<file path="src/rtl/gpio_pkg.sv">
package gpio_pkg;
    localparam int ADDR_W = 2;

    typedef enum logic [ADDR_W-1:0] {
        REG_LATCH  = 2'd0,
        REG_DIR    = 2'd1,
        REG_STATUS = 2'd2,
        REG_NONE   = 2'd3
    } reg_sel_e;

    typedef enum logic [1:0] {
        MODE_RUN,
        MODE_SW_HOLD,
        MODE_HW_CLEAR
    } pwr_mode_e;

    function automatic pwr_mode_e pick_mode(input logic hw, input logic sw);
        if (hw)      return MODE_HW_CLEAR;
        else if (sw) return MODE_SW_HOLD;
        else         return MODE_RUN;
    endfunction
endpackage

</file>
<file path="src/rtl/gpio_sync.sv">
module gpio_sync #(
    parameter int WIDTH  = 8,
    parameter int STAGES = 2
) (
    input  logic             clk,
    input  logic             rst,
    input  logic             hold,
    input  logic [WIDTH-1:0] async_in,
    output logic [WIDTH-1:0] sync_out
);
    logic [WIDTH-1:0] stage_q [STAGES];

    always_ff @(posedge clk) begin
        if (rst) begin
            for (int s = 0; s < STAGES; s++) stage_q[s] <= '0;
        end else if (!hold) begin
            stage_q[0] <= async_in;
            for (int s = 1; s < STAGES; s++) stage_q[s] <= stage_q[s-1];
        end
    end

    assign sync_out = stage_q[STAGES-1];
endmodule

</file>
<file path="src/rtl/gpio_regs.sv">
module gpio_regs
    import gpio_pkg::*;
#(
    parameter int WIDTH = 8
) (
    input  logic             clk,
    input  logic             rst,
    input  pwr_mode_e        mode,
    input  logic             wr_en,
    input  reg_sel_e         sel,
    input  logic [WIDTH-1:0] wr_data,
    output logic [WIDTH-1:0] latch_q,
    output logic [WIDTH-1:0] dir_q
);
    always_ff @(posedge clk) begin
        if (rst || mode == MODE_HW_CLEAR) begin
            latch_q <= '0;
            dir_q   <= '0;
        end else if (mode == MODE_RUN && wr_en) begin
            case (sel)
                REG_LATCH: latch_q <= wr_data;
                REG_DIR:   dir_q   <= wr_data;
                default:   ;
            endcase
        end
    end
endmodule

</file>
<file path="src/rtl/gpio_rdmux.sv">
module gpio_rdmux
    import gpio_pkg::*;
#(
    parameter int WIDTH = 8
) (
    input  logic             clk,
    input  logic             rst,
    input  logic             rd_en,
    input  reg_sel_e         sel,
    input  logic [WIDTH-1:0] latch_q,
    input  logic [WIDTH-1:0] dir_q,
    input  logic [WIDTH-1:0] pins_sync,
    output logic [WIDTH-1:0] rd_q
);
    logic [WIDTH-1:0] status_v;
    logic [WIDTH-1:0] sel_v;

    for (genvar b = 0; b < WIDTH; b++) begin : g_bit
        assign status_v[b] = dir_q[b] ? latch_q[b] : pins_sync[b];
    end

    always_comb begin
        case (sel)
            REG_LATCH:  sel_v = latch_q;
            REG_DIR:    sel_v = dir_q;
            REG_STATUS: sel_v = status_v;
            default:    sel_v = '0;
        endcase
    end

    always_ff @(posedge clk) begin
        if (rst)        rd_q <= '0;
        else if (rd_en) rd_q <= sel_v;
    end
endmodule

</file>
<file path="src/rtl/gpio_port_std.sv">
module gpio_port_std
    import gpio_pkg::*;
#(
    parameter int WIDTH       = 8,
    parameter int SYNC_STAGES = 2
) (
    input  logic                      clk,
    input  logic                      rst,
    input  logic                      hw_stby,
    input  logic                      sw_stby,
    input  logic [gpio_pkg::ADDR_W-1:0] addr,
    input  logic                      wr_en,
    input  logic                      rd_en,
    input  logic [WIDTH-1:0]          wr_data,
    output logic [WIDTH-1:0]          rd_data,
    input  logic [WIDTH-1:0]          pin_in,
    output logic [WIDTH-1:0]          pin_out,
    output logic [WIDTH-1:0]          pin_oe
);
    pwr_mode_e        mode;
    reg_sel_e         sel;
    logic [WIDTH-1:0] latch_q, dir_q, pins_sync;

    assign mode = pick_mode(hw_stby, sw_stby);
    assign sel  = reg_sel_e'(addr);

    gpio_sync #(.WIDTH(WIDTH), .STAGES(SYNC_STAGES)) u_sync (
        .clk(clk), .rst(rst), .hold(mode == MODE_SW_HOLD),
        .async_in(pin_in), .sync_out(pins_sync)
    );

    gpio_regs #(.WIDTH(WIDTH)) u_regs (
        .clk(clk), .rst(rst), .mode(mode), .wr_en(wr_en), .sel(sel),
        .wr_data(wr_data), .latch_q(latch_q), .dir_q(dir_q)
    );

    gpio_rdmux #(.WIDTH(WIDTH)) u_rd (
        .clk(clk), .rst(rst), .rd_en(rd_en), .sel(sel),
        .latch_q(latch_q), .dir_q(dir_q), .pins_sync(pins_sync),
        .rd_q(rd_data)
    );

    assign pin_out = latch_q;
    assign pin_oe  = dir_q;
endmodule

</file>
<file path="config.mk">
export PLATFORM = sky130hd
export DESIGN_NAME = gpio_port_std
export DESIGN_NICKNAME = d
export VERILOG_FILES = /design/src/rtl/gpio_pkg.sv /design/src/rtl/gpio_sync.sv /design/src/rtl/gpio_regs.sv /design/src/rtl/gpio_rdmux.sv /design/src/rtl/gpio_port_std.sv
export SDC_FILE = /design/constraint.sdc
export NUM_CORES = 1
export LEC_CHECK = 0
export BUFFER_PORTS_ARGS = -buffer_cell sky130_fd_sc_hd__buf_2
export CORE_MARGIN = 2
export CORE_UTILIZATION = 50
export DETAILED_ROUTE_END_ITERATION = 12
export PLACE_DENSITY_LB_ADDON = 0.2
export SYNTH_ARGS = -nofsm -noshare
export SYNTH_HDL_FRONTEND = slang
export SYNTH_SLANG_ARGS = --single-unit
</file>
<file path="constraint.sdc">
create_clock -name clk -period 1.3 [get_ports clk]
set_input_delay 0.065 -clock clk [delete_from_list [all_inputs] [get_ports clk]]
set_output_delay 0.065 -clock clk [all_outputs]
set_load 0.01 [all_outputs]
</file>
==> results of run 1 <==
## registers in the layout (all words and copies together), names as in the netlist
| register | count |
|---|---|
| u_sync.stage_q | 16 |
| u_regs.dir_q | 8 |
| u_rd.rd_q | 8 |
| u_regs.latch_q | 8 |
## cells in the mapped netlist (all sizes together)
cell type	count	area (µm²)
or2b	7	52.6
and3	1	11.3
nand2b	1	6.26
dfxtp	24	480
and2	16	100
nand3	1	10.0
and4bb	8	100
a31oi	8	50.1
a21oi	1	5.00
nor2	11	48.8
edfxtp	16	480
nand2	33	124
buf	9	62.6
a311oi	8	70.1
mux2i	16	160
nor2b	1	8.76
inv	2	7.51
clkbuf	1	3.75
## worst min-delay path by stage
stage | startpoint | to | slack (ns)
floorplan | wr_data[0] | u_regs.latch_q[0] | 0.23
global placement | wr_data[0] | u_regs.latch_q[0] | 0.33
detailed placement | pin_in[1] | u_sync.stage_q[0][1] | 0.34
CTS | wr_data[6] | u_regs.latch_q[6] | 0.01
global route | wr_data[6] | u_regs.latch_q[6] | 0.03
finish | wr_data[6] | u_regs.latch_q[6] | 0.03
## logic make-up (layout without fill, tap and decap cells)
logic type,count (synthesis),in the layout,share of synthesized area (%)
simple gates,79,79,25.9
buf+inv,12,78,4.14
mux,16,16,8.99
compound gates,17,17,7.02
flops,40,40,53.9
## routing by layer
layer	global-route usage, %	wire [µm]	vias to the layer above
met5	0	0	-
met4	7.34	58	0
met3	6.43	237	5
met2	38.9	2030	52
met1	23.7	1560	647
li1	-	-	709
## repair_timing
item / 4_1_cts / 5_1_grt
buffers inserted: 0 / 0
hold buffers: 17 / 0
endpoints found under the hold margin: 26 / 0
## per-stage QoR
stage	instance area, µm²	setup WS [ns]	hold slack (ns)	util (%)	total power [W]
after global placement	2040	0.147	0.334	60.1	0.00161
after detailed placement	2040	0.00832	0.344	60.1	0.00162
after CTS	2280	0.211	0.0110	67.4	0.00244
after floorplan	1780	0.0810	0.227	-	0.00154
after global routing	2280	0.130	0.0334	67.4	0.00253
final	2280	0.173	0.0264	67.4	0.00242
## worst reg2reg max path: stages (launching register included)
cell and delay [ns]:
dfxtp_1 0.37, and4bb_1 0.26, a31oi_1 0.06, a311oi_1 0.34
## report_power, final
| group | switching, W | total, W | internal (W) |
|---|---|---|---|
| Clock | 0.000389 | 0.000792 | 0.000403 |
| Sequential | 0.0000195 | 0.00138 | 0.00136 |
| Combinational | 0.000122 | 0.000248 | 0.000126 |
| Total | 0.000530 | 0.00242 | 0.00189 |
## final cells by class
type	count	area share (%)
clock buffers	6	1.81
clock inverters	2	1.53
inverters	2	0.329
multi-input cells	112	32.7
flip-flops and latches	40	42.1
well taps	46	2.52
repair buffers	68	19.1
==> results.yml, run 1 <==
sta:
  layout_min_cycle_time_ns: 1.13
  worst_slew_pin_slew_ns: 0.835
  relSlewSlack_pct: 44.3
  report.final.slew_viol_count: 0
  post-route-period-util_pct: 86.7
  final.setup.tns_ns: 0
  fmax_mhz: 887
  setup_violations: 0
  hold_viol: 0
  finalClockSkew_ns: 0.00518
  rsz0062_at_grt: "false"
critical_path:
  r2r-start: "u_regs.dir_q[4]"
  cp_slowest_cell: "dfxtp_1"
  crit_chain: "and4bb_1 -> a31oi_1 -> a311oi_1"
  reg2reg_slack_ns: 0.17
  worstReg2RegEnd: "u_rd.rd_q[4]"
  reg2reg_depth: 3
  required_ns: 1.55
  cp-endpoint: "u_rd.rd_q[4]"
  path_buf_inv: 0
  slowest_delay_ns: 0.37
  cp_top_family: "compound AO/OA/AOI/OAI gates"
  worstPathArrival_ns: 1.37
  crit_start: "u_regs.dir_q[4]"
  crit_type: "register to register"
  cp_max_fo: 5
  cp-start-kind: "register"
  worstSetupPathDepth: 3
  critPathCaptureType: "register"
layout:
  fillers: 262
  n_antenna_cell: 0
  final_common_cell: "buf_2"
  areaGrowthSynthToFinish_pct: 28.2
  layout_common_cells: "buf_2 (47), nand2_1 (33), dfxtp_1 (24)"
  regArea_um2: 961
  multi_input_comb_area_um2: 747
  final_cells: 276
  drive_gt1_share_pct: 27.8
  nets: 253
placement:
  numPortBuffers: 47
  place_congestion: 0.797
  placed_cells: 251
cts:
  cts.path.max_buffers: 2
  htreeDepth: 2
  cts_made_buffers: 5
  numClockSinks: 40
  clk_pin_slew_ns: 0.11
  post_cts_resized: 0
  clockRootBuffer: "clkbuf_4"
  worstSkewPairLatency_ns: 0.35
  cts_tree: "built"
global_route:
  antenna_found_initial: 0
  overflow: 0
  grt_max_degree: 25
  grt_pass1_vias: 1442
  grt_pass1_wl_um: 6540
  grt_usage_pct: 21.5
routing:
  antenna_left: 0
  vias_per_cell: 5.12
  vias: 1413
  drt-total-wl_um: 3880
  avgRoutedWirePerCell_um: 14.1
  drcViolationCount: 0
  dr.pass1.iters: 4
  drtIter0Drc: 95
pwr:
  vdd_drop_max_mv: 0.711
  power.density_mw_per_mm2: 1060
  power.leakage_nw: 1.03
logic_synthesis:
  ys_seq_area_share_pct: 53.9
  synthCells: 164
  syn_area_mm2: 0.00178
  synth_area_per_cell_um2: 10.9
  yosys_warnings: 0
  ys_ff_latch: 40
  synth_cell_types: 21
  synth_nets: 188
run_status:
  outcome: "finished, final reports clean"
min_path:
  hold_depth: 3
  hold_class: "primary input to register"
die:
  die_width_um: 63.7
  pin_count: 48
  rows: 21
  die-area_mm2: 0.00406
  core_mm2: 0.00339
  fp.dieH_um: 63.7
  start_util_pct: 52.6
flow_run:
  drv_cap: 0
No activity file was read; power rests on OpenSTA's default activity.
==> run 2, diff against run 1 <==
REMOVE_ABC_BUFFERS = 1   (was not set)
==> results.yml, run 2 (same netlist as run 1, synthesis figures left out) <==
sta:
  finalClockSkew_ns: 0.00595
  final.setup.tns_ns: 0
  relSlewSlack_pct: 46.0
  setup_violations: 0
  hold_viol: 0
  report.final.slew_viol_count: 0
  post-route-period-util_pct: 76.1
  worst_slew_pin_slew_ns: 0.810
  rsz0062_at_grt: "false"
  layout_min_cycle_time_ns: 0.989
  fmax_mhz: 1010
cts:
  numClockSinks: 40
  post_cts_resized: 0
  cts_tree: "built"
  worstSkewPairLatency_ns: 0.34
  cts_made_buffers: 5
  clockRootBuffer: "clkbuf_4"
  post_cts_buffers: 0
  htreeDepth: 2
  cts.path.max_buffers: 2
  clk_pin_slew_ns: 0.11
die:
  core_mm2: 0.00339
  fp.dieH_um: 63.7
  rows: 21
  die-area_mm2: 0.00406
  pin_count: 48
  start_util_pct: 52.6
  die_width_um: 63.7
critical_path:
  path_buf_inv: 0
  slowest_delay_ns: 0.36
  cp_top_family: "flip-flops"
  cp_max_fo: 5
  critPathCaptureType: "register"
  cp-start-kind: "register"
  reg2reg_slack_ns: 0.31
  required_ns: 1.56
  crit_chain: "and4bb_1 -> a31oi_1 -> a311oi_1"
  crit_type: "register to register"
  worstPathArrival_ns: 1.25
  cp_slowest_cell: "dfxtp_1"
layout:
  drive_gt1_share_pct: 27.4
  final_common_cell: "buf_2"
  regMostFlops: "u_sync.stage_q"
  largest_reg_flops: 16
  areaGrowthSynthToFinish_pct: 26.5
  n_antenna_cell: 0
  regArea_um2: 961
  nets: 253
  multi_input_comb_area_um2: 747
  fin_util_pct: 66.5
  fillers: 268
  layout_common_cells: "buf_2 (47), nand2_1 (33), dfxtp_1 (24)"
routing:
  drcViolationCount: 0
  antenna_left: 0
  vias: 1409
  avgRoutedWirePerCell_um: 13.5
  dr.pass1.iters: 4
  vias_per_cell: 5.11
  drtIter0Drc: 85
  drt-total-wl_um: 3720
pwr:
  vdd_drop_max_mv: 0.620
  power.total_w: 0.00221
  power.density_mw_per_mm2: 982
  power.leakage_nw: 1.02
global_route:
  grt_pass1_vias: 1390
  grt_pass1_wl_um: 6490
  overflow: 0
  grt_max_degree: 25
  antenna_found_initial: 0
  grt_usage_pct: 20.9
flow_run:
  drv_cap: 0
placement:
  dp_hpwl_um: 2560
  numPortBuffers: 47
  place_congestion: 0.776
min_path:
  hold_class: "primary input to register"
run_status:
  outcome: "finished, final reports clean"
-- run 2: final timing paths --
check / start / endpoint / depth (start not counted)
worst max-delay path: u_regs.dir_q[3] / u_rd.rd_q[3] / 3
worst min-delay path: rd_en / u_rd.rd_q[7] / 3
worst max register to register: u_regs.dir_q[3] / u_rd.rd_q[3] / 3
worst min register to register: u_regs.latch_q[7] / u_regs.latch_q[7] / 2
-- run 2: metal layers --
metal	wire length (µm)	global-route usage, %	vias to the layer above	share of wire (%)
met4	74	7.88	0	2.0
met1	1620	24.3	648	43
met5	0	0	-	0
met3	214	5.54	9	5.7
li1	-	-	706	-
met2	1820	36.7	46	49
-- run 2: final cells by class --
type	count	area share [%]
clock buffers	7	2.00
clock inverters	1	0.166
inverters	2	0.333
multi-input cells	112	33.1
flip-flops and latches	40	42.6
well taps	46	2.55
repair buffers	68	19.2
-- run 2: repair_timing --
action	CTS	global route
hold endpoints to repair	24	0
hold buffers	16	0
endpoints found under the setup margin	0	0
-- run 2: power breakdown --
part	total, W	internal [W]	switching [W]
clock	0.000585	0.000208	0.000377
sequential	0.00138	0.00136	0.0000195
combinational	0.000246	0.000125	0.000121
-- run 2: worst register-to-register path, stage by stage (launching register included) --
cell,delay (ns)
dfxtp_1,0.36
and4bb_1,0.27
a31oi_1,0.04
a311oi_1,0.24
-- run 2: through the flow --
stage               setup slack, ns  hold WS [ns]  area, µm²  instances
floorplan                     0.160         0.137       1720        154
global placement              0.157         0.330       2050        252
detailed placement           0.0643         0.344       2050        252
CTS                           0.298         0.113       2250        276
global route                  0.220         0.126       2250        276
finish                        0.311         0.127       2250        276
